<file path="config.mk">
export PLATFORM = sky130hd
export DESIGN_NAME = dual_lock_watch
export DESIGN_NICKNAME = d
export VERILOG_FILES = /design/src/rtl/dual_lock_watch.sv
export SDC_FILE = /design/constraint.sdc
export NUM_CORES = 1
export LEC_CHECK = 0
export BUFFER_PORTS_ARGS = -buffer_cell sky130_fd_sc_hd__buf_2
export CORE_ASPECT_RATIO = 1.2
export CORE_UTILIZATION = 57
export DETAILED_ROUTE_END_ITERATION = 10
export PLACE_DENSITY_LB_ADDON = 0.1
export SLEW_MARGIN = 10
export SYNTH_ARGS = -nofsm -noshare
export SYNTH_HDL_FRONTEND = slang
export SYNTH_SLANG_ARGS = --single-unit
</file>
<file path="constraint.sdc">
create_clock -name clk_i -period 1.83 [get_ports clk_i]
set_clock_uncertainty 0.1 [all_clocks]
set_input_delay 0.2745 -clock clk_i [delete_from_list [all_inputs] [get_ports clk_i]]
set_output_delay 0.2745 -clock clk_i [all_outputs]
set_load 0.01 [all_outputs]
</file>
<file path="src/rtl/dual_lock_watch.sv">
module dual_lock_watch #(
  parameter int ERR_LOCK_MAX   = 2,
  parameter int ERR_UNLOCK_MIN = 4,
  parameter int GOOD_RUN       = 3
) (
  input  logic       clk_i,
  input  logic       rst_n_i,
  input  logic       ref_if_i,
  input  logic       cmp_if_i,
  input  logic       ref_rf_i,
  input  logic       cmp_rf_i,
  input  logic       save_if_i,
  input  logic       save_rf_i,
  input  logic       mon_en_i,
  input  logic [1:0] tsel_i,
  output logic       mon_o
);
  localparam int CW = $clog2(ERR_UNLOCK_MIN + 1);
  localparam int RW = $clog2(GOOD_RUN + 1);
  localparam logic [CW-1:0] W_BAD  = CW'(ERR_UNLOCK_MIN);
  localparam logic [CW-1:0] W_GOOD = CW'(ERR_LOCK_MAX);
  localparam logic [RW-1:0] RUN_N  = RW'(GOOD_RUN);

  logic [1:0] refv, cmpv, save_v, lk_v, ev_v;
  assign refv   = {ref_rf_i, ref_if_i};
  assign cmpv   = {cmp_rf_i, cmp_if_i};
  assign save_v = {save_rf_i, save_if_i};

  for (genvar k = 0; k < 2; k++) begin : g_loop
    logic          ref_d, cmp_d, pend, lead_c, lk, ev;
    logic [CW-1:0] cnt, w;
    logic [RW-1:0] run;
    logic          er, ec, closes, again;

    assign er     = refv[k] & ~ref_d;
    assign ec     = cmpv[k] & ~cmp_d;
    assign closes = pend & (lead_c ? er : ec);
    assign again  = pend & ~closes & (lead_c ? ec : er);

    always_comb begin
      ev = 1'b0;
      w  = '0;
      if (!pend && er && ec) begin
        ev = 1'b1;
      end else if (closes) begin
        ev = 1'b1;
        w  = cnt;
      end else if (again) begin
        ev = 1'b1;
        w  = W_BAD;
      end
    end

    always_ff @(posedge clk_i or negedge rst_n_i) begin
      if (!rst_n_i) begin
        ref_d  <= 1'b0;
        cmp_d  <= 1'b0;
        pend   <= 1'b0;
        lead_c <= 1'b0;
        cnt    <= '0;
      end else begin
        ref_d <= refv[k];
        cmp_d <= cmpv[k];
        if (!pend) begin
          if (er ^ ec) begin
            pend   <= 1'b1;
            lead_c <= ec;
            cnt    <= CW'(1);
          end
        end else if (closes) begin
          pend <= 1'b0;
        end else if (again) begin
          cnt <= CW'(1);
        end else if (cnt < W_BAD) begin
          cnt <= cnt + CW'(1);
        end
      end
    end

    always_ff @(posedge clk_i or negedge rst_n_i) begin
      if (!rst_n_i) begin
        lk  <= 1'b0;
        run <= '0;
      end else if (ev) begin
        if (w >= W_BAD) begin
          lk  <= 1'b0;
          run <= '0;
        end else if (w <= W_GOOD) begin
          if (run >= RUN_N - RW'(1)) lk <= 1'b1;
          if (run < RUN_N) run <= run + RW'(1);
        end else begin
          run <= '0;
        end
      end
    end

    assign lk_v[k] = lk;
    assign ev_v[k] = ev;
  end

  logic lock_all, mon_sel;
  assign lock_all = &(lk_v | save_v);

  always_comb begin
    case (tsel_i)
      2'b00:   mon_sel = ref_if_i;
      2'b01:   mon_sel = ref_rf_i;
      2'b10:   mon_sel = cmp_if_i;
      default: mon_sel = cmp_rf_i;
    endcase
  end

  always_ff @(posedge clk_i or negedge rst_n_i) begin
    if (!rst_n_i) mon_o <= 1'b0;
    else          mon_o <= mon_en_i ? mon_sel : lock_all;
  end
endmodule

</file>
======== Word level (Yosys, flattened, before mapping) ========
Index checks and enable logic that the tools add are counted.
word-level totals
  input port bits ......................... 11
  bits in registers ....................... 21
  output and inout port bits .............. 1
  logic and storage cells ................. 126
cells by class
  bitwise operators ....................... 21
  equal/unequal tests ..................... 8
  $lt $le $gt $ge ......................... 10
  add/sub/neg operators ................... 4
  reduce and logical (&&, ||, !) cells .... 22
  muxes and demuxes ....................... 46
operator list
  kind                   number
  $mux W3                16
  $mux W1                23
  $mux W2                6
  $reduce_and A3 Y1      4
  $reduce_bool A2 Y1     6
  $and A1 B1 Y1          10
  $reduce_and A2 Y1      5
  $not A1 Y1             8
  $add A3 B1 Y3 const B  2
  $ge A3 B3 Y1 const B   2
  $le A3 B2 Y1 const B   2
  $lt A3 B3 Y1 const B   2
  $ne A3 B1 Y1 const B   2
  $ne A3 B2 Y1 const B   2
  $add A2 B1 Y2 const B  2
  $ge A2 B2 Y1 const B   2
  $logic_and A1 B1 Y1    4
  $lt A2 B2 Y1 const B   2
  $ne A2 B2 Y1 const B   2
  $pmux W1 S3            1
  $eq A2 B1 Y1 const B   1
  $eq A2 B2 Y1 const B   1
  $logic_not A1 Y1       2
  $logic_not A2 Y1       1
  other kinds (2)        3

======== Depth between registers and ports, before layout ========
  depth in word-level cells ............... 13
  mapped depth ............................ 5
  gate-level depth less buffers ........... 4

======== Worst setup path before layout ========
OpenSTA, ideal clock, no wires.
  path kind ............................... register to register
  start ................................... reg g_loop[1].ref_d
  end ..................................... reg g_loop[1].cnt[1]
  arrival time ............................ 1.354 ns
  stages on the path, launching flop included .. 5
  period minus slack after synthesis ...... 1.575 ns
  buffers on the path ..................... 0
  path slack .............................. 0.255 ns
  setup time .............................. 0.121 ns
  required time ........................... 1.609 ns
  cells stage by stage .................... dfrtp_1 nand2b_1 a211o_1 a311o_1 a22o_1
on the way
  longest elaborated chain between the ends .. 10
  elaborated cells between the ends (all ways) .. 16
  classes of those cells .................. eq/ne: 2; mux: 5; bitwise: 7; reduce/logical: 2
RTL lines
  what                         RTL line  source
  start: declaration           30        logic ref_d, cmp_d, pend, lead_c, lk, ev;
  start signal: assignment     62        ref_d <= refv[k];
  $not A1 Y1 (*)               35        assign er = refv[k] & ~ref_d;
  $and A1 B1 Y1 (*)            35
  $mux W1                      37        assign closes = pend & (lead_c ? er : ec);
  $and A1 B1 Y1                37
  $not A1 Y1                   38        assign again = pend & ~closes & (lead_c ? ec : er);
  $and A1 B1 Y1 (2 in series)  38
  $mux W3                      72        end else if (again) begin
  $mux W3                      70        end else if (closes) begin
  $mux W3                      64        if (!pend) begin
  end signal: assignment       75        cnt <= cnt + CW'(1);
  end: declaration             31        logic [CW-1:0] cnt, w;
Every way passes the cells marked *; elsewhere a longest branch is shown, timed or not. The select of a mux whose other input is x is not followed.
A chain may end at the register's enable or synchronous reset.

======== Worst setup path in the final report ========
  start ................................... reg g_loop[0].ref_d
  end ..................................... reg g_loop[0].cnt[1]
on the way
  longest elaborated chain between the ends .. 10
  elaborated cells between the ends (all ways) .. 16
  classes of those cells .................. eq/ne: 2; mux: 5; bitwise: 7; reduce/logical: 2
RTL lines
  what                         RTL line
  start: declaration           30
  start signal: assignment     62
  $not A1 Y1 (*)               35
  $and A1 B1 Y1 (*)            35
  $mux W1                      37
  $and A1 B1 Y1                37
  $not A1 Y1                   38
  $and A1 B1 Y1 (2 in series)  38
  $mux W3                      72
  $mux W3                      70
  $mux W3                      64
  end signal: assignment       75
  end: declaration             31
Marked as above.

==> impl_metrics.yaml <==
logic_synthesis:
  post_syn_area_per_cell_um2: 10.1
  yosys_register_bits: 21
  syn-num-nets: 139
  synthTopCellsByArea: "dfrtp_1, ha_1, mux2i_1, o21ai_0, inv_1"
  synthesized_area_um2: 1240
  synth_async_sr_flop_share_pct: 100
  netlist_instances: 122
  synth_top_area_share_pct: 42.5
  synth-seq-area-share_pct: 42.5
  synth_cell_types: 39
  yosysTopAreaCell: "dfrtp_1"
  synth.yosys.warnings: 0
  synth_ff_type: "dfrtp_1"
  synth_edf_count: 0
clock_network:
  cts_root_buf: "clkbuf_4"
  postCtsSetupBuffers: 0
  clk_latency_ns: 0.30
  cts_made_buffers: 3
  cts_tree: "yes"
  cts-root-to-sink-buffers: 2
  numClockSinks: 21
  clk_transition_reported_paths_ns: 0.12
  clock_tree.htree_level_count: 1
worst_setup_path:
  worst_setup_path_start_kind: "flop"
  worst-path-buf-inv: 0
  cp_data_required_time_ns: 1.93
  cp.arrival_ns: 1.77
  worst-setup-path-type: "flop to flop"
  count_of_cell_instances_traversed_by_the_critical_path: 4
  r2r_cells: 4
  max_stage_delay_ns: 0.39
  crit_chain: "nand2b_2 > a211o_1 > a311o_1 > a22o_1"
  worstSetupEndpointType: "flop"
  critPathTopFamily: "compound AO/OA/AOI/OAI gates"
  timing.critical_path.slowest_stage_cell: "dfrtp_1"
  worstPathMaxFanout: 5
place:
  hpwlAfterDp_um: 1790
  io_buffer_count: 11
  gpl.final_weighted_congestion: 0.837
  place_worst_setup_slack_ns: 0.179
die:
  die-area_um2: 2360
  floorplan.initialDensity_pct: 60.3
  die_h_um: 53.0
  pin_count: 12
  die_w_um: 44.5
  rows: 18
  coreArea_um2: 2050
sta:
  final-max-slew-violation-count: 0
  setup_ws_ns: 0.168
  fin_worst_hold_slack_ns: 0.0204
  finalSetupTns_ns: 0
  worst_rel_slew_slack_pct: 68.0
  min_period_over_period_pct: 90.8
  tightestPinTransition_ns: 0.466
  finalHoldViolations: 0
  unrepaired_setup_endpoints_after_global_routing: "false"
  fmax_mhz: 602
  finalCriticalPeriod_ns: 1.66
  finalSetupViolCount: 0
grt:
  grt_pass1_vias: 963
  antenna_violations_before_repair: 0
  grt_start_max_net_pins: 22
  grt.total_usage_pct: 24.1
  grt_pass1_wl_um: 4040
  globalRoute.totalOverflow: 0
run_status:
  run_status: "completed"
run:
  max_cap_viol_count: 0
drt:
  detailroute.via_count: 974
  route.antenna.remaining_nets: 0
  initialDrtViolationCount: 10
  drt-total-wl_um: 2350
  drtPass1Iterations: 4
  residual_drc: 0
  routed_wire_length_per_instance_um: 14.3
  vias_per_cell: 5.94
cells_and_area:
  antenna_cells_inserted: 0
  area_of_the_multi_input_gates_um2: 642
  finalNetCount: 152
  layout.cells.most_common: "dfrtp_1"
  layout-drive-gt1-share_pct: 12.7
  layout.cells.most_common_list: "dfrtp_1, buf_2, inv_1, o21ai_0"
  final.fill_count: 168
  sequential_cell_area_um2: 526
  area_growth_syn_to_layout_pct: 8.40
power_and_ir_drop:
  total_leakage_power_nw: 0.584
  ir_worst_vdd_v: 0.000725
  pwr_density_cell_nw_per_um2: 1190
  finalPower_mw: 1.59
worst_hold_path:
  min_path_cells: 1
  hold_path.class: "input port to flop"
==> path summary, 6_finish.rpt <==
check,startpoint,endpoint,slack (ns)
min reg2reg,g_loop[0].cnt[0]$_DFFE_PN0P_,g_loop[0].cnt[0]$_DFFE_PN0P_,0.42
max in group asynchronous,rst_n_i,g_loop[0].pend$_DFF_PN0_,0.94
min,ref_rf_i,g_loop[1].ref_d$_DFF_PN0_,0.02
max reg2reg,g_loop[0].ref_d$_DFF_PN0_,g_loop[0].cnt[1]$_DFFE_PN0P_,0.17
min in group asynchronous,rst_n_i,g_loop[1].cnt[1]$_DFFE_PN0P_,0.36
max,g_loop[0].ref_d$_DFF_PN0_,g_loop[0].cnt[1]$_DFFE_PN0P_,0.17
==> per-stage QoR <==
step	instance area, µm²	instances	utilization (%)
global route	1340	164	65.4
floorplan	1240	122	-
detailed placement	1290	158	63.1
CTS	1330	163	64.9
global placement	1290	158	63.1
finish	1340	164	65.4
==> routing by layer <==
metal,part of all wire [%],global-route usage (%),vias up
met3,1.8,3.07,4
met5,0,0,-
met1,43,26.1,474
met4,1.1,12.1,0
met2,55,44.6,11
li1,-,-,485
==> report_power, final <==
part | total [mW] | switching, mW | internal, mW
Sequential | 0.780 | 0.178 | 0.602
Clock | 0.222 | 0.137 | 0.0849
Combinational | 0.589 | 0.288 | 0.301
Total | 1.59 | 0.603 | 0.988
==> what timing repair did <==
action	4_1_cts	5_1_grt
endpoints found under the hold margin	21	1
gates resized for setup	0	0
hold buffers	1	1
==> registers in the layout, indices dropped and copies added (netlist names) <==
name	flops
g_loop.cmp_d	2
g_loop.cnt	6
g_loop.lead_c	2
g_loop.lk	2
g_loop.pend	2
g_loop.ref_d	2
g_loop.run	4
mon_o	1
==> layout make-up <==
type	instances	share of cell area (%)
inverter	9	2.52
clock buffer	4	1.96
timing repair buffer	13	5.60
sequential	21	39.2
tap	30	2.80
multi-input combinational	87	47.9
==> cell usage after synthesis, types with 2 or more instances <==
master and count:
clkbuf_1 2, inv_1 9, a31oi_1 2, buf_6 2, nor2b_4 2, a311o_1 2, dfrtp_1 21, nor4_1 2
mux2i_1 5, nand2b_1 3, a32o_1 2, a211o_1 3, a32oi_1 2, nand3_1 2, o21ai_0 9, a21oi_1 6
o211ai_1 2, nand2_1 6, o22ai_1 4, nor2_1 6, ha_1 6, nor3_1 3, a211oi_1 3, a22o_1 2
xnor2_1 2
==> worst register-to-register path, cell delays in order (launching register included) <==
cell and delay [ns]:
dfrtp_1 0.39, nand2b_2 0.21, a211o_1 0.31, a311o_1 0.37, a22o_1 0.19
==> cells by family after synthesis <==
kind of cell / Yosys count / share of synthesized area (%)
mux: 6 / 6.17
fa+ha+maj: 6 / 6.07
compound gates: 41 / 23.1
simple gates: 32 / 15.2
buf+inv: 14 / 5.57
xor+xnor: 2 / 1.42
flops: 21 / 42.5
Power figures use the tool's default switching activity.
